File: src/rtl/spi_rxen_pkg.sv
package spi_rxen_pkg;

   // Handshake states of the enable bit
   typedef enum logic [1:0] {
      RXE_OFF    = 2'd0,   // disabled, settled
      RXE_ON     = 2'd1,   // enabled, settled
      RXE_ARM    = 2'd2,   // enable requested, waiting for confirmation
      RXE_CANCEL = 2'd3    // enable withdrawn, waiting for receive path to drop
   } rxe_state_e;

   function automatic logic st_wants(rxe_state_e s);
      return (s == RXE_ON) || (s == RXE_ARM);
   endfunction

   function automatic logic st_busy(rxe_state_e s);
      return (s == RXE_ARM) || (s == RXE_CANCEL);
   endfunction

endpackage

File: src/rtl/spi_rxen_sync.sv
module spi_rxen_sync #(
   parameter int STAGES = 2
) (
   input  logic clk,
   input  logic rst_n,
   input  logic d,
   output logic q
);

   if (STAGES < 2) begin : g_bad_stages
      $error("spi_rxen_sync: STAGES must be at least 2");
   end

   logic [STAGES-1:0] chain;

   for (genvar i = 0; i < STAGES; i++) begin : g_stage
      if (i == 0) begin : g_first
         always_ff @(posedge clk or negedge rst_n) begin
            if (!rst_n) chain[0] <= 1'b0;
            else        chain[0] <= d;
         end
      end else begin : g_next
         always_ff @(posedge clk or negedge rst_n) begin
            if (!rst_n) chain[i] <= 1'b0;
            else        chain[i] <= chain[i-1];
         end
      end
   end

   assign q = chain[STAGES-1];

endmodule

File: src/rtl/spi_rxen_fsm.sv
module spi_rxen_fsm
   import spi_rxen_pkg::*;
(
   input  logic clk,
   input  logic rst_n,
   input  logic wr_en,
   input  logic wr_val,
   input  logic periph_en,
   input  logic rdy_s,
   output logic req,
   output logic rd,
   output logic busy,
   output logic flush
);

   rxe_state_e st, st_nxt;
   logic       flush_q;

   always_comb begin
      st_nxt = st;
      if (wr_en && !wr_val) begin
         st_nxt = st_busy(st) ? RXE_CANCEL : RXE_OFF;
      end else if (wr_en && wr_val) begin
         if (!st_wants(st)) st_nxt = periph_en ? RXE_ARM : RXE_ON;
      end else begin
         unique case (st)
            RXE_ARM:    if (rdy_s)  st_nxt = RXE_ON;
            RXE_CANCEL: if (!rdy_s) st_nxt = RXE_OFF;
            default:    st_nxt = st;
         endcase
      end
   end

   always_ff @(posedge clk or negedge rst_n) begin
      if (!rst_n) begin
         st      <= RXE_OFF;
         flush_q <= 1'b0;
      end else begin
         st      <= st_nxt;
         flush_q <= wr_en && !wr_val;
      end
   end

   assign req   = st_wants(st);
   assign busy  = st_busy(st);
   assign rd    = (st == RXE_ON);
   assign flush = flush_q;

   AST_DIS_NOW: assert property (@(posedge clk) disable iff (!rst_n) (wr_en && !wr_val) |=> (!rd && !req && flush));
   AST_FLUSH_ONE: assert property (@(posedge clk) disable iff (!rst_n) (flush && !$past(wr_en && !wr_val, 1)) |-> 1'b0 || !flush);
   AST_EN_IDLE: assert property (@(posedge clk) disable iff (!rst_n) (wr_en && wr_val && !periph_en && !req) |=> (rd && !busy));
   AST_EN_DEFER: assert property (@(posedge clk) disable iff (!rst_n) (wr_en && wr_val && periph_en && !req) |=> (busy && !rd && req));
   AST_BUSY_HOLD: assert property (@(posedge clk) disable iff (!rst_n) (busy && (rdy_s != req) && !(wr_en && wr_val)) |=> busy);
   AST_REWRITE_ONE: assert property (@(posedge clk) disable iff (!rst_n) (wr_en && wr_val && rd) |=> (rd && !busy));

endmodule

File: src/rtl/spi_rxen_fifo.sv
module spi_rxen_fifo #(
   parameter int CHAR_W = 9,
   parameter int DEPTH  = 4
) (
   input  logic              clk,
   input  logic              rst_n,
   input  logic              flush,
   input  logic              push_req,
   input  logic [CHAR_W-1:0] push_data,
   input  logic              pop,
   output logic              rd_valid,
   output logic [CHAR_W-1:0] rd_data,
   output logic              ovf
);

   if (DEPTH < 1) begin : g_bad_depth
      $error("spi_rxen_fifo: DEPTH must be at least 1");
   end
   if (CHAR_W < 1) begin : g_bad_width
      $error("spi_rxen_fifo: CHAR_W must be at least 1");
   end

   logic full, empty, do_pop, do_push;

   assign do_pop  = pop && !empty;
   assign do_push = push_req && !flush && (!full || do_pop);

   if (DEPTH == 1) begin : g_single
      logic              vld;
      logic [CHAR_W-1:0] hold;

      always_ff @(posedge clk or negedge rst_n) begin
         if (!rst_n)       vld <= 1'b0;
         else if (flush)   vld <= 1'b0;
         else if (do_push) vld <= 1'b1;
         else if (do_pop)  vld <= 1'b0;
      end

      always_ff @(posedge clk) begin
         if (do_push) hold <= push_data;
      end

      assign full    = vld;
      assign empty   = !vld;
      assign rd_data = hold;
   end else begin : g_ring
      localparam int PW = $clog2(DEPTH);
      localparam int CW = $clog2(DEPTH + 1);
      localparam logic [PW-1:0] LAST = PW'(DEPTH - 1);
      localparam logic [CW-1:0] CAP  = CW'(DEPTH);

      logic [CHAR_W-1:0] mem [DEPTH];
      logic [PW-1:0]     wp, rp;
      logic [CW-1:0]     cnt;

      always_ff @(posedge clk or negedge rst_n) begin
         if (!rst_n) begin
            wp  <= '0;
            rp  <= '0;
            cnt <= '0;
         end else if (flush) begin
            wp  <= '0;
            rp  <= '0;
            cnt <= '0;
         end else begin
            if (do_push) wp <= (wp == LAST) ? '0 : wp + 1'b1;
            if (do_pop)  rp <= (rp == LAST) ? '0 : rp + 1'b1;
            unique case ({do_push, do_pop})
               2'b10:   cnt <= cnt + 1'b1;
               2'b01:   cnt <= cnt - 1'b1;
               default: cnt <= cnt;
            endcase
         end
      end

      always_ff @(posedge clk) begin
         if (do_push) mem[wp] <= push_data;
      end

      assign full    = (cnt == CAP);
      assign empty   = (cnt == '0);
      assign rd_data = mem[rp];
   end

   always_ff @(posedge clk or negedge rst_n) begin
      if (!rst_n)                               ovf <= 1'b0;
      else if (flush)                           ovf <= 1'b0;
      else if (push_req && full && !do_pop)     ovf <= 1'b1;
   end

   assign rd_valid = !empty;

   AST_FLUSH_EMPTY: assert property (@(posedge clk) disable iff (!rst_n) flush |=> (!rd_valid && !ovf));
   AST_OVF_SET: assert property (@(posedge clk) disable iff (!rst_n) (push_req && full && !pop && !flush) |=> (ovf && full));
   AST_IDLE_HOLD: assert property (@(posedge clk) disable iff (!rst_n) (!push_req && !pop && !flush) |=> ($stable(full) && $stable(empty) && $stable(ovf)));

endmodule

File: src/rtl/spi_rxen_ctrl.sv
module spi_rxen_ctrl #(
   parameter int CHAR_W      = 9,
   parameter int DEPTH       = 4,
   parameter int SYNC_STAGES = 2
) (
   input  logic              clk,
   input  logic              rst_n,
   input  logic              wr_en,
   input  logic              wr_val,
   input  logic              periph_en,
   input  logic              rx_rdy,
   input  logic              char_done,
   input  logic [CHAR_W-1:0] char_data,
   input  logic              pop,
   output logic              rx_en_req,
   output logic              rxen_rd,
   output logic              sync_busy,
   output logic              flush,
   output logic              ovf_clr,
   output logic              rd_valid,
   output logic [CHAR_W-1:0] rd_data,
   output logic              ovf
);

   logic rdy_s;
   logic accept;

   spi_rxen_sync #(.STAGES(SYNC_STAGES)) u_sync (
      .clk   (clk),
      .rst_n (rst_n),
      .d     (rx_rdy),
      .q     (rdy_s)
   );

   spi_rxen_fsm u_fsm (
      .clk       (clk),
      .rst_n     (rst_n),
      .wr_en     (wr_en),
      .wr_val    (wr_val),
      .periph_en (periph_en),
      .rdy_s     (rdy_s),
      .req       (rx_en_req),
      .rd        (rxen_rd),
      .busy      (sync_busy),
      .flush     (flush)
   );

   // Characters count only while the receiver is settled on and the peripheral runs
   assign accept = char_done && rxen_rd && periph_en;

   spi_rxen_fifo #(.CHAR_W(CHAR_W), .DEPTH(DEPTH)) u_fifo (
      .clk       (clk),
      .rst_n     (rst_n),
      .flush     (flush),
      .push_req  (accept),
      .push_data (char_data),
      .pop       (pop),
      .rd_valid  (rd_valid),
      .rd_data   (rd_data),
      .ovf       (ovf)
   );

   assign ovf_clr = flush && ovf;

   AST_OVF_CLR_DROP: assert property (@(posedge clk) disable iff (!rst_n) ovf_clr |=> !ovf);
   AST_OFF_IGNORE: assert property (@(posedge clk) disable iff (!rst_n) (char_done && !rxen_rd && !pop && !flush) |=> ($stable(rd_valid) && $stable(ovf)));

endmodule

File: config.mk
export PLATFORM = sky130hd
export DESIGN_NAME = spi_rxen_ctrl
export DESIGN_NICKNAME = d
export VERILOG_FILES = /design/src/rtl/spi_rxen_pkg.sv /design/src/rtl/spi_rxen_sync.sv /design/src/rtl/spi_rxen_fsm.sv /design/src/rtl/spi_rxen_fifo.sv /design/src/rtl/spi_rxen_ctrl.sv
export SDC_FILE = /design/constraint.sdc
export NUM_CORES = 1
export LEC_CHECK = 0
export BUFFER_PORTS_ARGS = -buffer_cell sky130_fd_sc_hd__clkbuf_2
export CAP_MARGIN = 20
export CELL_PAD_IN_SITES_DETAIL_PLACEMENT = 0
export CELL_PAD_IN_SITES_GLOBAL_PLACEMENT = 1
export CORE_UTILIZATION = 35
export CTS_CLUSTER_DIAMETER = 30
export DETAILED_ROUTE_END_ITERATION = 8
export PLACE_DENSITY = 0.72
export SYNTH_ARGS = -nofsm -noshare
export SYNTH_HDL_FRONTEND = slang
export SYNTH_HIERARCHICAL = 1
export SYNTH_SLANG_ARGS = --single-unit
File: constraint.sdc
create_clock -name clk -period 1.7 [get_ports clk]
set_input_delay 0.17 -clock clk [delete_from_list [all_inputs] [get_ports clk]]
set_output_delay 0.17 -clock clk [all_outputs]
set_load 0.02 [all_outputs]
# ---- Word level (Yosys, flattened, before mapping)
# Memories as Yosys holds them, arrays and structs flattened.
# Index checks and enable logic that the tools add are counted.
dict set report word_totals {
  inputBits 17
  memories 1
  out_inout_bits 16
  elab_cells 69
  regBits 13
  ramBits 36
}
dict set report classes {
  n_addsub 4
  n_reduce_logical 25
  n_eq_ne 11
  n_mux 20
}
# memory depth width read_ports rd_ports_with_merged_regs wr line
set mem_list {}
lappend mem_list {u_fifo.g_ring.mem 4 9 1 0 1 spi_rxen_fifo.sv:52} ;# logic [CHAR_W-1:0] mem [DEPTH];
# cell count
set ops {}
lappend ops {{2-to-1 mux 2 bit} 13}
lappend ops {{equality test 2 bit, second input constant} 5}
lappend ops {{logical AND 1 bit} 10}
lappend ops {{inequality test 4 x 2 -> 1 bit, second input constant} 2}
lappend ops {{case mux 3 bit (2 select lines)} 1}
lappend ops {{nonzero test 2 bit} 3}
lappend ops {{logical NOT 1 bit} 5}
lappend ops {{adder 2 x 1 -> 2 bit, second input constant} 2}
lappend ops {{equality test 2 x 1 -> 1 bit, second input constant} 2}
lappend ops {{2-to-1 mux 1 bit} 4}
lappend ops {{case mux 2 bit (2 select lines)} 1}
lappend ops {{AND reduction 4 bit} 1}
lappend ops {{nonzero test 4 bit} 1}
lappend ops {{adder 3 x 1 -> 3 bit, second input constant} 1}
lappend ops {{equality test 3 bit, second input constant} 1}
lappend ops {{logical NOT 3 bit} 1}
lappend ops {{logical OR 1 bit} 3}
lappend ops {{2-to-1 mux 3 bit} 1}
lappend ops {{inequality test 3 bit, second input constant} 1}
lappend ops {{nonzero test 3 bit} 1}
lappend ops {{subtractor 3 x 1 -> 3 bit, second input constant} 1}

# ---- Longest topological paths before layout
# Gate-level depths: netlist of the first run.
dict set report depth {
  ltp_word 8
  depth_mapped 9
  ltp_nobuf 9
}

# ---- By module
# Netlist of the first run, hierarchy kept.
# mod seq_area_each_um2 cells_per_inst area_per_inst_um2 instances
set modules_own_cells {}
lappend modules_own_cells {spi_rxen_fifo 1281.2 103 1848.0 1}
lappend modules_own_cells {spi_rxen_fsm 75.1 23 229.0 1}
lappend modules_own_cells {spi_rxen_sync 50.0 2 50.0 1}
lappend modules_own_cells {spi_rxen_ctrl 0.0 2 12.5 1}

# ---- Least setup slack after synthesis of the first run
# No wires, ideal clock.
dict set report synth_path {
  kind {register to register}
  from {register u_fsm.st[1]}
  to {register u_fifo.g_ring.cnt[2]}
  synth_period_minus_slack_ns 2.104
  setup_time_ns 0.078
  path_buffers 0
  required_ns 1.622
  t_arrival_ns 2.026
  stages_incl_launch_ff 10
  path_slack_ns -0.404
  path_cell_list {dfrtp_1 inv_1 ha_1 and3_1 a21oi_1 fa_1 nor2_1 a32o_1 mux2i_1 a21oi_1}
}
dict set report synth_between {
  elab_chain_cells 8
  elab_cells_between_ends 10
  classes_between {eq/ne (3); mux (2); reduce/logical (5)}
}
# item line
set synth_rtl {}
lappend synth_rtl {{start: declaration} spi_rxen_fsm.sv:16} ;# rxe_state_e st, st_nxt;
lappend synth_rtl {{start signal: assignment} spi_rxen_fsm.sv:39} ;# st <= st_nxt;
lappend synth_rtl {{equality test 2 x 1 -> 1 bit (*)} spi_rxen_fsm.sv:46} ;# assign rd = (st == RXE_ON);
lappend synth_rtl {{via rxen_rd} spi_rxen_ctrl.sv:16} ;# output logic rxen_rd,
lappend synth_rtl {{logical AND 1 bit (*) (2 in a row)} spi_rxen_ctrl.sv:49} ;# assign accept = char_done && rxen_rd && periph_en;
lappend synth_rtl {{via accept} spi_rxen_ctrl.sv:26} ;# logic accept;
lappend synth_rtl {{logical AND 1 bit (*) (2 in a row)} spi_rxen_fifo.sv:26} ;# assign do_push = push_req && !flush && (!full || do_pop);
lappend synth_rtl {{equality test 2 x 1 -> 1 bit or equality test 2 bit (tied branches)} spi_rxen_fifo.sv:68} ;# unique case ({do_push, do_pop})
lappend synth_rtl {{case mux 3 bit (2 select lines)} spi_rxen_fifo.sv:68}
lappend synth_rtl {{2-to-1 mux 3 bit} spi_rxen_fifo.sv:61} ;# end else if (flush) begin
lappend synth_rtl {{end signal: assignment} spi_rxen_fifo.sv:69} ;# 2'b10: cnt <= cnt + 1'b1;
lappend synth_rtl {{end signal: assignment} spi_rxen_fifo.sv:70} ;# 2'b01: cnt <= cnt - 1'b1;
lappend synth_rtl {{end signal: assignment} spi_rxen_fifo.sv:71} ;# default: cnt <= cnt;
lappend synth_rtl {{end: declaration} spi_rxen_fifo.sv:54} ;# logic [CW-1:0] cnt;
# The timed path passes the listed nets; every way through them passes the cells marked *.
# A chain may end at the register's enable or synchronous reset.

# ---- Worst setup path in the final report of the first run
dict set report layout_path {
  from {register u_fsm.st[1]}
  to {register u_fifo.g_ring.cnt[2]}
}
dict set report layout_between {
  elab_chain_cells 8
  elab_cells_between_ends 10
  classes_between {eq/ne (3); mux (2); reduce/logical (5)}
}
# item line
set layout_rtl {}
lappend layout_rtl {{equality test 2 x 1 -> 1 bit (*)} spi_rxen_fsm.sv:46}
lappend layout_rtl {{logical AND 1 bit (*) (2 in a row)} spi_rxen_ctrl.sv:49}
lappend layout_rtl {{via accept} spi_rxen_ctrl.sv:26}
lappend layout_rtl {{logical AND 1 bit (*) (2 in a row)} spi_rxen_fifo.sv:26}
lappend layout_rtl {{equality test 2 x 1 -> 1 bit or equality test 2 bit (tied branches)} spi_rxen_fifo.sv:68}
lappend layout_rtl {{case mux 3 bit (2 select lines)} spi_rxen_fifo.sv:68}
lappend layout_rtl {{2-to-1 mux 3 bit} spi_rxen_fifo.sv:61}
# Marks and branches as above.

==> results of run 1 <==
## metal layers
metal | part of all wire | GRT usage | up-vias
li1 | - | - | 605
met1 | 0.41 | 0.1456 | 630
met2 | 0.51 | 0.2598 | 39
met3 | 0.054 | 0.03864 | 7
met4 | 0.020 | 0.06429 | 0
met5 | 0 | 0 | -
## layout by cell type (no fill, tap or decap), types with 3 or more instances in the layout
| cell | n |
|---|---|
| nor2_1 | 9 |
| edfxtp_1 | 36 |
| nand2_1 | 3 |
| dfrtp_1 | 13 |
| buf_4 | 14 |
| mux2i_1 | 6 |
| nand3_1 | 3 |
| clkbuf_2 | 31 |
| nor2b_1 | 3 |
| mux4_2 | 9 |
| ha_4 | 3 |
| inv_1 | 5 |
| clkbuf_8 | 5 |
| ha_1 | 4 |
| and2_4 | 8 |
## cell type report
class	instances	area, µm²
inverter	6	22.52
clock inverter	2	15.01
tap	75	93.84
clock buffer	6	72.57
fill	516	3174
multi-input combinational	76	813.3
sequential	49	1406
timing repair buffer	50	322.8
## logic make-up (layout without fill, tap and decap cells)
logic type	after synthesis	in the layout	share of synthesized area
simple gates	36	40	0.09884
flops	49	49	0.6573
xor+xnor	3	3	0.01228
compound gates	9	9	0.03684
mux	16	16	0.1281
fa+ha+maj	8	8	0.05029
buf+inv	9	64	0.01637
## state kept, by name, indices dropped and copies added, names as in the netlist
name	count
u_fifo/g_ring.mem	36
u_fifo/g_ring.cnt	3
u_fifo/g_ring.rp	2
u_fifo/g_ring.wp	2
u_fsm/st	2
u_fifo/ovf	1
u_fsm/flush	1
u_sync/chain	1
u_sync/q	1
## worst max-delay path: stages (launching register included)
cell and delay (ps):
dfrtp_1 400, inv_2 80, ha_4 120, and3_4 190
a21oi_2 60, fa_2 400, nor2_2 120, a32o_1 180
mux2i_1 70, a21oi_1 130
## where the power goes
part	internal [mW]	total, mW	switching, mW
registers	1.42	1.56	0.143
clock network	0.290	0.669	0.379
logic	0.801	1.62	0.815
## metrics by stage
stage          std cells    util  cell area, µm²  hold WS, ps  setup TNS (ps)
2_1_floorplan        130       -            2172       -125.6           -2596
3_3_place_gp         247  0.4260            2522        78.13          -456.7
3_5_place_dp         247  0.4260            2522        92.16           -1785
4_1_cts              257  0.4451            2635        69.82           -1036
5_1_grt              264  0.4639            2746        76.84           -2924
6_report             264  0.4639            2746        80.89          -688.2
## how the worst max path moves through the flow
stage,start,end,slack [ps],cells past startpoint
after global placement,u_fsm/st[1]$_DFFE_PN0P_,u_fifo/g_ring.cnt[2]$_DFFE_PN0P_,-20,8
after detailed placement,u_fsm/st[1]$_DFFE_PN0P_,u_fifo/g_ring.cnt[2]$_DFFE_PN0P_,-100,8
after CTS,u_fsm/st[1]$_DFFE_PN0P_,u_fifo/g_ring.cnt[2]$_DFFE_PN0P_,-120,9
after floorplan,u_fsm/st[1]$_DFFE_PN0P_,u_fifo/g_ring.cnt[2]$_DFFE_PN0P_,-110,8
after global routing,u_fsm/st[1]$_DFFE_PN0P_,u_fifo/g_ring.cnt[2]$_DFFE_PN0P_,-200,9
final,u_fsm/st[1]$_DFFE_PN0P_,u_fifo/g_ring.cnt[2]$_DFFE_PN0P_,-130,9
## what timing repair did
item                       CTS  global route
hold endpoints to repair    14             0
buffers inserted             0             4
pin swaps                    0             5
hold buffers                 2             0
gates resized for setup      4            15
gates cloned                 0             4
setup endpoints to repair   46            52
==> key figures, run 1 <==
Synthesis
  • Top cells by area, synth: edfxtp_1 51%, dfrtp_1 15%, mux4_2 9.5%, ha_1 4.1%, mux2i_1 2.8%
  • Post-synth top area cell: edfxtp_1
  • Most used DFF post-synth: edfxtp_1
  • Count of different cell masters after synthesis: 34
  • Syn_area_per_cell: 16.46 µm²
  • Commonest cells post-synth: 36 x edfxtp_1, 13 x dfrtp_1, 10 x nor2_1
  • Share of synthesized registers carrying an async set or reset: 0.2653
  • Post-synth EDFFs: 36
  • Top-count cell post-synth: edfxtp_1
  • Register area share after synthesis: 0.6573
  • Mapped Nets: 155
  • Syn Std Cell Area: 2140 µm²
  • Flops & latches, synth: 49
  • Synth top area share: 0.5053
  • Syn Inst Count: 130
  • Yosys warns: 6

Worst hold path
  • Hold Path Sink: u_fifo/g_ring.mem[1][5]$_DFFE_PP_
  • Hold_sp: char_data[5]
  • Worst hold path class: primary input to flop
  • Hold depth: 1

Final layout
  • Nets: 213
  • ANT cells: 0
  • P&R area growth vs syn: 28.36%
  • Layout cells sized above 1: 0.4603

Detailed routing
  • Routed Antenna Nets: 0
  • Number of vias per cell: 4.852
  • DRC Markers: 0
  • Drt total wl: 4.006 mm
  • Pre-antenna DRT Iters: 4
  • Via count: 1281
  • Drt wl/cell: 15.17 µm
  • Starting DRC count in detailed routing: 62

STA
  • Count of final setup violators: 18
  • Clock Skew: 5.510 ps
  • Slew HR: 0.6662
  • Worst setup margin: -125.8 ps
  • Unrepaired setup endpoints after global routing: true
  • Final period utilization: 1.074
  • Final Max Tran Viols: 0
  • Fin crit period: 1826 ps
  • Maximum clock rate: 547.7 MHz
  • Slew @ Worst Pin: 500.6 ps
  • Hold Vio Cnt, Final: 0

Pwr
  • P per Cell Area: 1401 nW/µm²
  • Design Power: 3.847 mW
  • Pleak: 1.088 nW
  • Max VDD drop: 717.0 µV

Floorplan
  • Die area: 6430 µm²
  • Die Y: 80.19 µm
  • Top-Level Pins: 33
  • Core area: 5921 µm²
  • Row cnt: 28
  • Initial core utilization: 0.3614
  • Die width: 80.19 µm

Status
  • Failing checks: setup timing
  • Status: complete, but fails checks

Placed design
  • Worst slack, placed: -104.9 ps
  • Gpl congestion: 0.7526
  • Hpwl dp: 2.859 mm
  • I/O Buffers: 32

Setup path
  • Crit. End Element: flop
  • Required time worst endpoint: 1940 ps
  • CP arrival: 2060 ps
  • Worst R2R Start: u_fsm/st[1]$_DFFE_PN0P_
  • R2R depth: 9
  • Setup CP Type: flop to flop
  • Worst r2r dst: u_fifo/g_ring.cnt[2]$_DFFE_PN0P_
  • CP Max Fanout: 4
  • Reg2reg setup slack: -130 ps
  • Nature of the critical path startpoint: flop

Clock tree
  • Clock buffer count from CTS: 5
  • H-tree levels: 2
  • Clk_lat worst skew: 300 ps
  • Reg clk slew, reported paths: 90 ps
  • CTS tree: built
  • Bufs on Longest Clock Path: 2
  • Clk sinks: 49
  • Root Driver: clkbuf_8

GRT
  • Gr usage total: 0.1402
  • Pin count of the biggest net entering global routing: 16
  • Initial antenna violation count: 0
  • Grt ovf: 0
  • First-pass GRT wire length: 6.444 mm
  • Vias in the first global route: 1378

Flow run
  • Max Cap Viol: 0
Note: power is estimated with default switching activity, not from simulation.
==> run 2, diff against run 1 <==
--- a/config.mk
+++ b/config.mk
@@ -9,9 +9,11 @@
 export CAP_MARGIN = 20
 export CELL_PAD_IN_SITES_DETAIL_PLACEMENT = 0
 export CELL_PAD_IN_SITES_GLOBAL_PLACEMENT = 1
+export CORE_MARGIN = 3
 export CORE_UTILIZATION = 35
 export CTS_CLUSTER_DIAMETER = 30
 export DETAILED_ROUTE_END_ITERATION = 8
+export GPL_ROUTABILITY_DRIVEN = 0
 export PLACE_DENSITY = 0.72
 export SYNTH_ARGS = -nofsm -noshare
 export SYNTH_HDL_FRONTEND = slang
==> key figures, run 2 (synthesized netlist as in run 1, its figures left out) <==
Detailed routing
  • DRC Markers: 0
  • Pre-antenna DRT Iters: 4
  • Via count: 1288
  • Drt wl/cell: 15.81 µm
  • Starting DRC count in detailed routing: 63
  • Routed Antenna Nets: 0
  • Drt total wl: 4.126 mm
  • Number of vias per cell: 4.935

Setup path
  • Worst r2r dst: u_fifo/g_ring.cnt[2]$_DFFE_PN0P_
  • R2R depth: 9
  • Nature of the critical path startpoint: flop
  • Cell breakdown of the critical path: inv_2, ha_4, and3_4, a21oi_2, fa_2, nor2_2, a32o_1, mux2i_1, a21oi_1
  • CP arrival: 2010 ps
  • Setup CP Type: flop to flop
  • Crit. Startpoint: u_fsm/st[1]$_DFFE_PN0P_
  • Required time worst endpoint: 1920 ps
  • Critical path's largest stage delay: 390 ps
  • Worst R2R Start: u_fsm/st[1]$_DFFE_PN0P_
  • CP Max Fanout: 4
  • Reg2reg setup slack: -80 ps
  • Slowest CP cell: dfrtp_1
  • Worst setup path endpoint: u_fifo/g_ring.cnt[2]$_DFFE_PN0P_
  • Crit. End Element: flop

Final layout
  • P&R area growth vs syn: 27.19%
  • Non-filler cells, final: 261
  • Final Cell Area: 2721 µm²
  • Commonest non-fill, non-tap cell in the layout: edfxtp_1
  • Layout cells sized above 1: 0.4815
  • Max reg flops: 36
  • Nets: 213
  • Top flop regs: u_fifo/g_ring.mem: 36 flops, u_fifo/g_ring.cnt: 3 flops
  • ANT cells: 0
  • Most frequent cells in the layout: 36 x edfxtp_1, 27 x clkbuf_2, 15 x buf_4
  • Register bank with the most flops: u_fifo/g_ring.mem

Pwr
  • P per Cell Area: 1417 nW/µm²
  • Pleak: 1.082 nW
  • Max VDD drop: 619.6 µV

Flow run
  • Max Cap Viol: 0

STA
  • Fin crit period: 1782 ps
  • Maximum clock rate: 561.0 MHz
  • WHS: 89.04 ps
  • Final Max Tran Viols: 0
  • Hold Vio Cnt, Final: 0
  • Setup tns final: -82.46 ps
  • Slew @ Worst Pin: 332.3 ps
  • Clock Skew: 7.299 ps
  • Final period utilization: 1.049
  • Worst setup margin: -82.46 ps
  • Count of final setup violators: 1
  • Unrepaired setup endpoints after global routing: true
  • Slew HR: 0.7785

Clock tree
  • Reg clk slew, reported paths: 90 ps
  • H-tree levels: 2
  • Clock buffer count from CTS: 5
  • Clk sinks: 49
  • Bufs on Longest Clock Path: 2
  • Root Driver: clkbuf_8
  • CTS tree: built
  • Clk_lat worst skew: 300 ps

GRT
  • Pin count of the biggest net entering global routing: 17
  • Vias in the first global route: 1391
  • Gr usage total: 0.1162
  • Initial antenna violation count: 0
  • First-pass GRT wire length: 6.465 mm
  • Grt ovf: 0

Status
  • Status: complete, but fails checks
  • Failing checks: setup timing

Floorplan
  • Row cnt: 27
  • Die Y: 84.19 µm
  • Core area: 5709 µm²
  • Die width: 84.19 µm
  • Die area: 7087 µm²
  • Top-Level Pins: 33
  • Initial core utilization: 0.3748

Placed design
  • Worst slack, placed: -98.61 ps
  • DP Area: 2534 µm²
  • Hpwl dp: 2.853 mm
  • I/O Buffers: 32
  • Placed insts: 246

Worst hold path
  • Worst hold path class: primary input to flop
run 2: cell types whose count changed in the layout (fill, tap and decap cells not counted), moves of 2 or more:
| cell | delta |
|---|---|
| buf_2 | +4 |
| dfrtp_1 | -2 |
| ha_4 | -2 |
| ha_2 | +2 |
| dfrtp_2 | +2 |
| clkbuf_2 | -4 |
run 2: where the power goes:
group	internal, mW	switching [mW]	leakage [nW]
Clock	0.292	0.389	0.0445
Combinational	0.814	0.798	0.550
Sequential	1.42	0.139	0.487
Total	2.53	1.33	1.08
run 2: final cells by class:
| cell class | count | area (µm²) |
|---|---|---|
| Fill cell | 513 | 2988 |
| Sequential cell | 49 | 1409 |
| Multi-Input combinational cell | 76 | 790.8 |
| Timing Repair Buffer | 50 | 319.1 |
| Tap cell | 72 | 90.09 |
| Clock buffer | 5 | 68.82 |
| Inverter | 6 | 22.52 |
| Clock inverter | 3 | 21.27 |
run 2: through the flow:
step	total power, mW	utilization
3_5_place_dp	3.099	0.4438
2_1_floorplan	2.549	-
3_3_place_gp	3.051	0.4438
4_1_cts	3.804	0.4657
5_1_grt	4.121	0.4767
6_report	3.856	0.4767
run 2: how the worst min path moves through the flow:
stage | start | end | cells after the start
5_1_grt | char_data[7] | u_fifo/g_ring.mem[0][7]$_DFFE_PP_ | 1
4_1_cts | wr_val | u_fsm/flush$_DFF_PN0_ | 2
6_report | char_data[7] | u_fifo/g_ring.mem[0][7]$_DFFE_PP_ | 1
3_3_place_gp | rst_n | u_fifo/g_ring.cnt[0]$_DFFE_PN0P_ | 1
2_1_floorplan | rst_n | u_fifo/g_ring.cnt[0]$_DFFE_PN0P_ | 0
3_5_place_dp | rst_n | u_fifo/g_ring.cnt[1]$_DFFE_PN0P_ | 1
run 2: what timing repair did:
action | CTS | global route
pin swaps | 1 | 4
setup endpoints to repair | 46 | 52
resized for setup | 6 | 16
cloned | 0 | 4
hold endpoints to repair | 14 | 0
buffers inserted | 1 | 0
hold buffers | 2 | 0
run 2: metal layers:
layer	vias to the layer above	wire (µm)	track usage
met1	652	1779	0.1319
met3	6	163	0.03631
met5	-	0	0
li1	604	-	-
met4	0	43	0.03070
met2	26	2140	0.2109
run 2: worst max-delay path: cells and delay by family (launching register included):
family,cells,cell delay [ps]
adders and majority gates,2,490
DFF,1,390
AOI/OAI and AO/OA,3,380
and+or+nand+nor,2,310
buffers and inverters,1,80
muxes,1,70
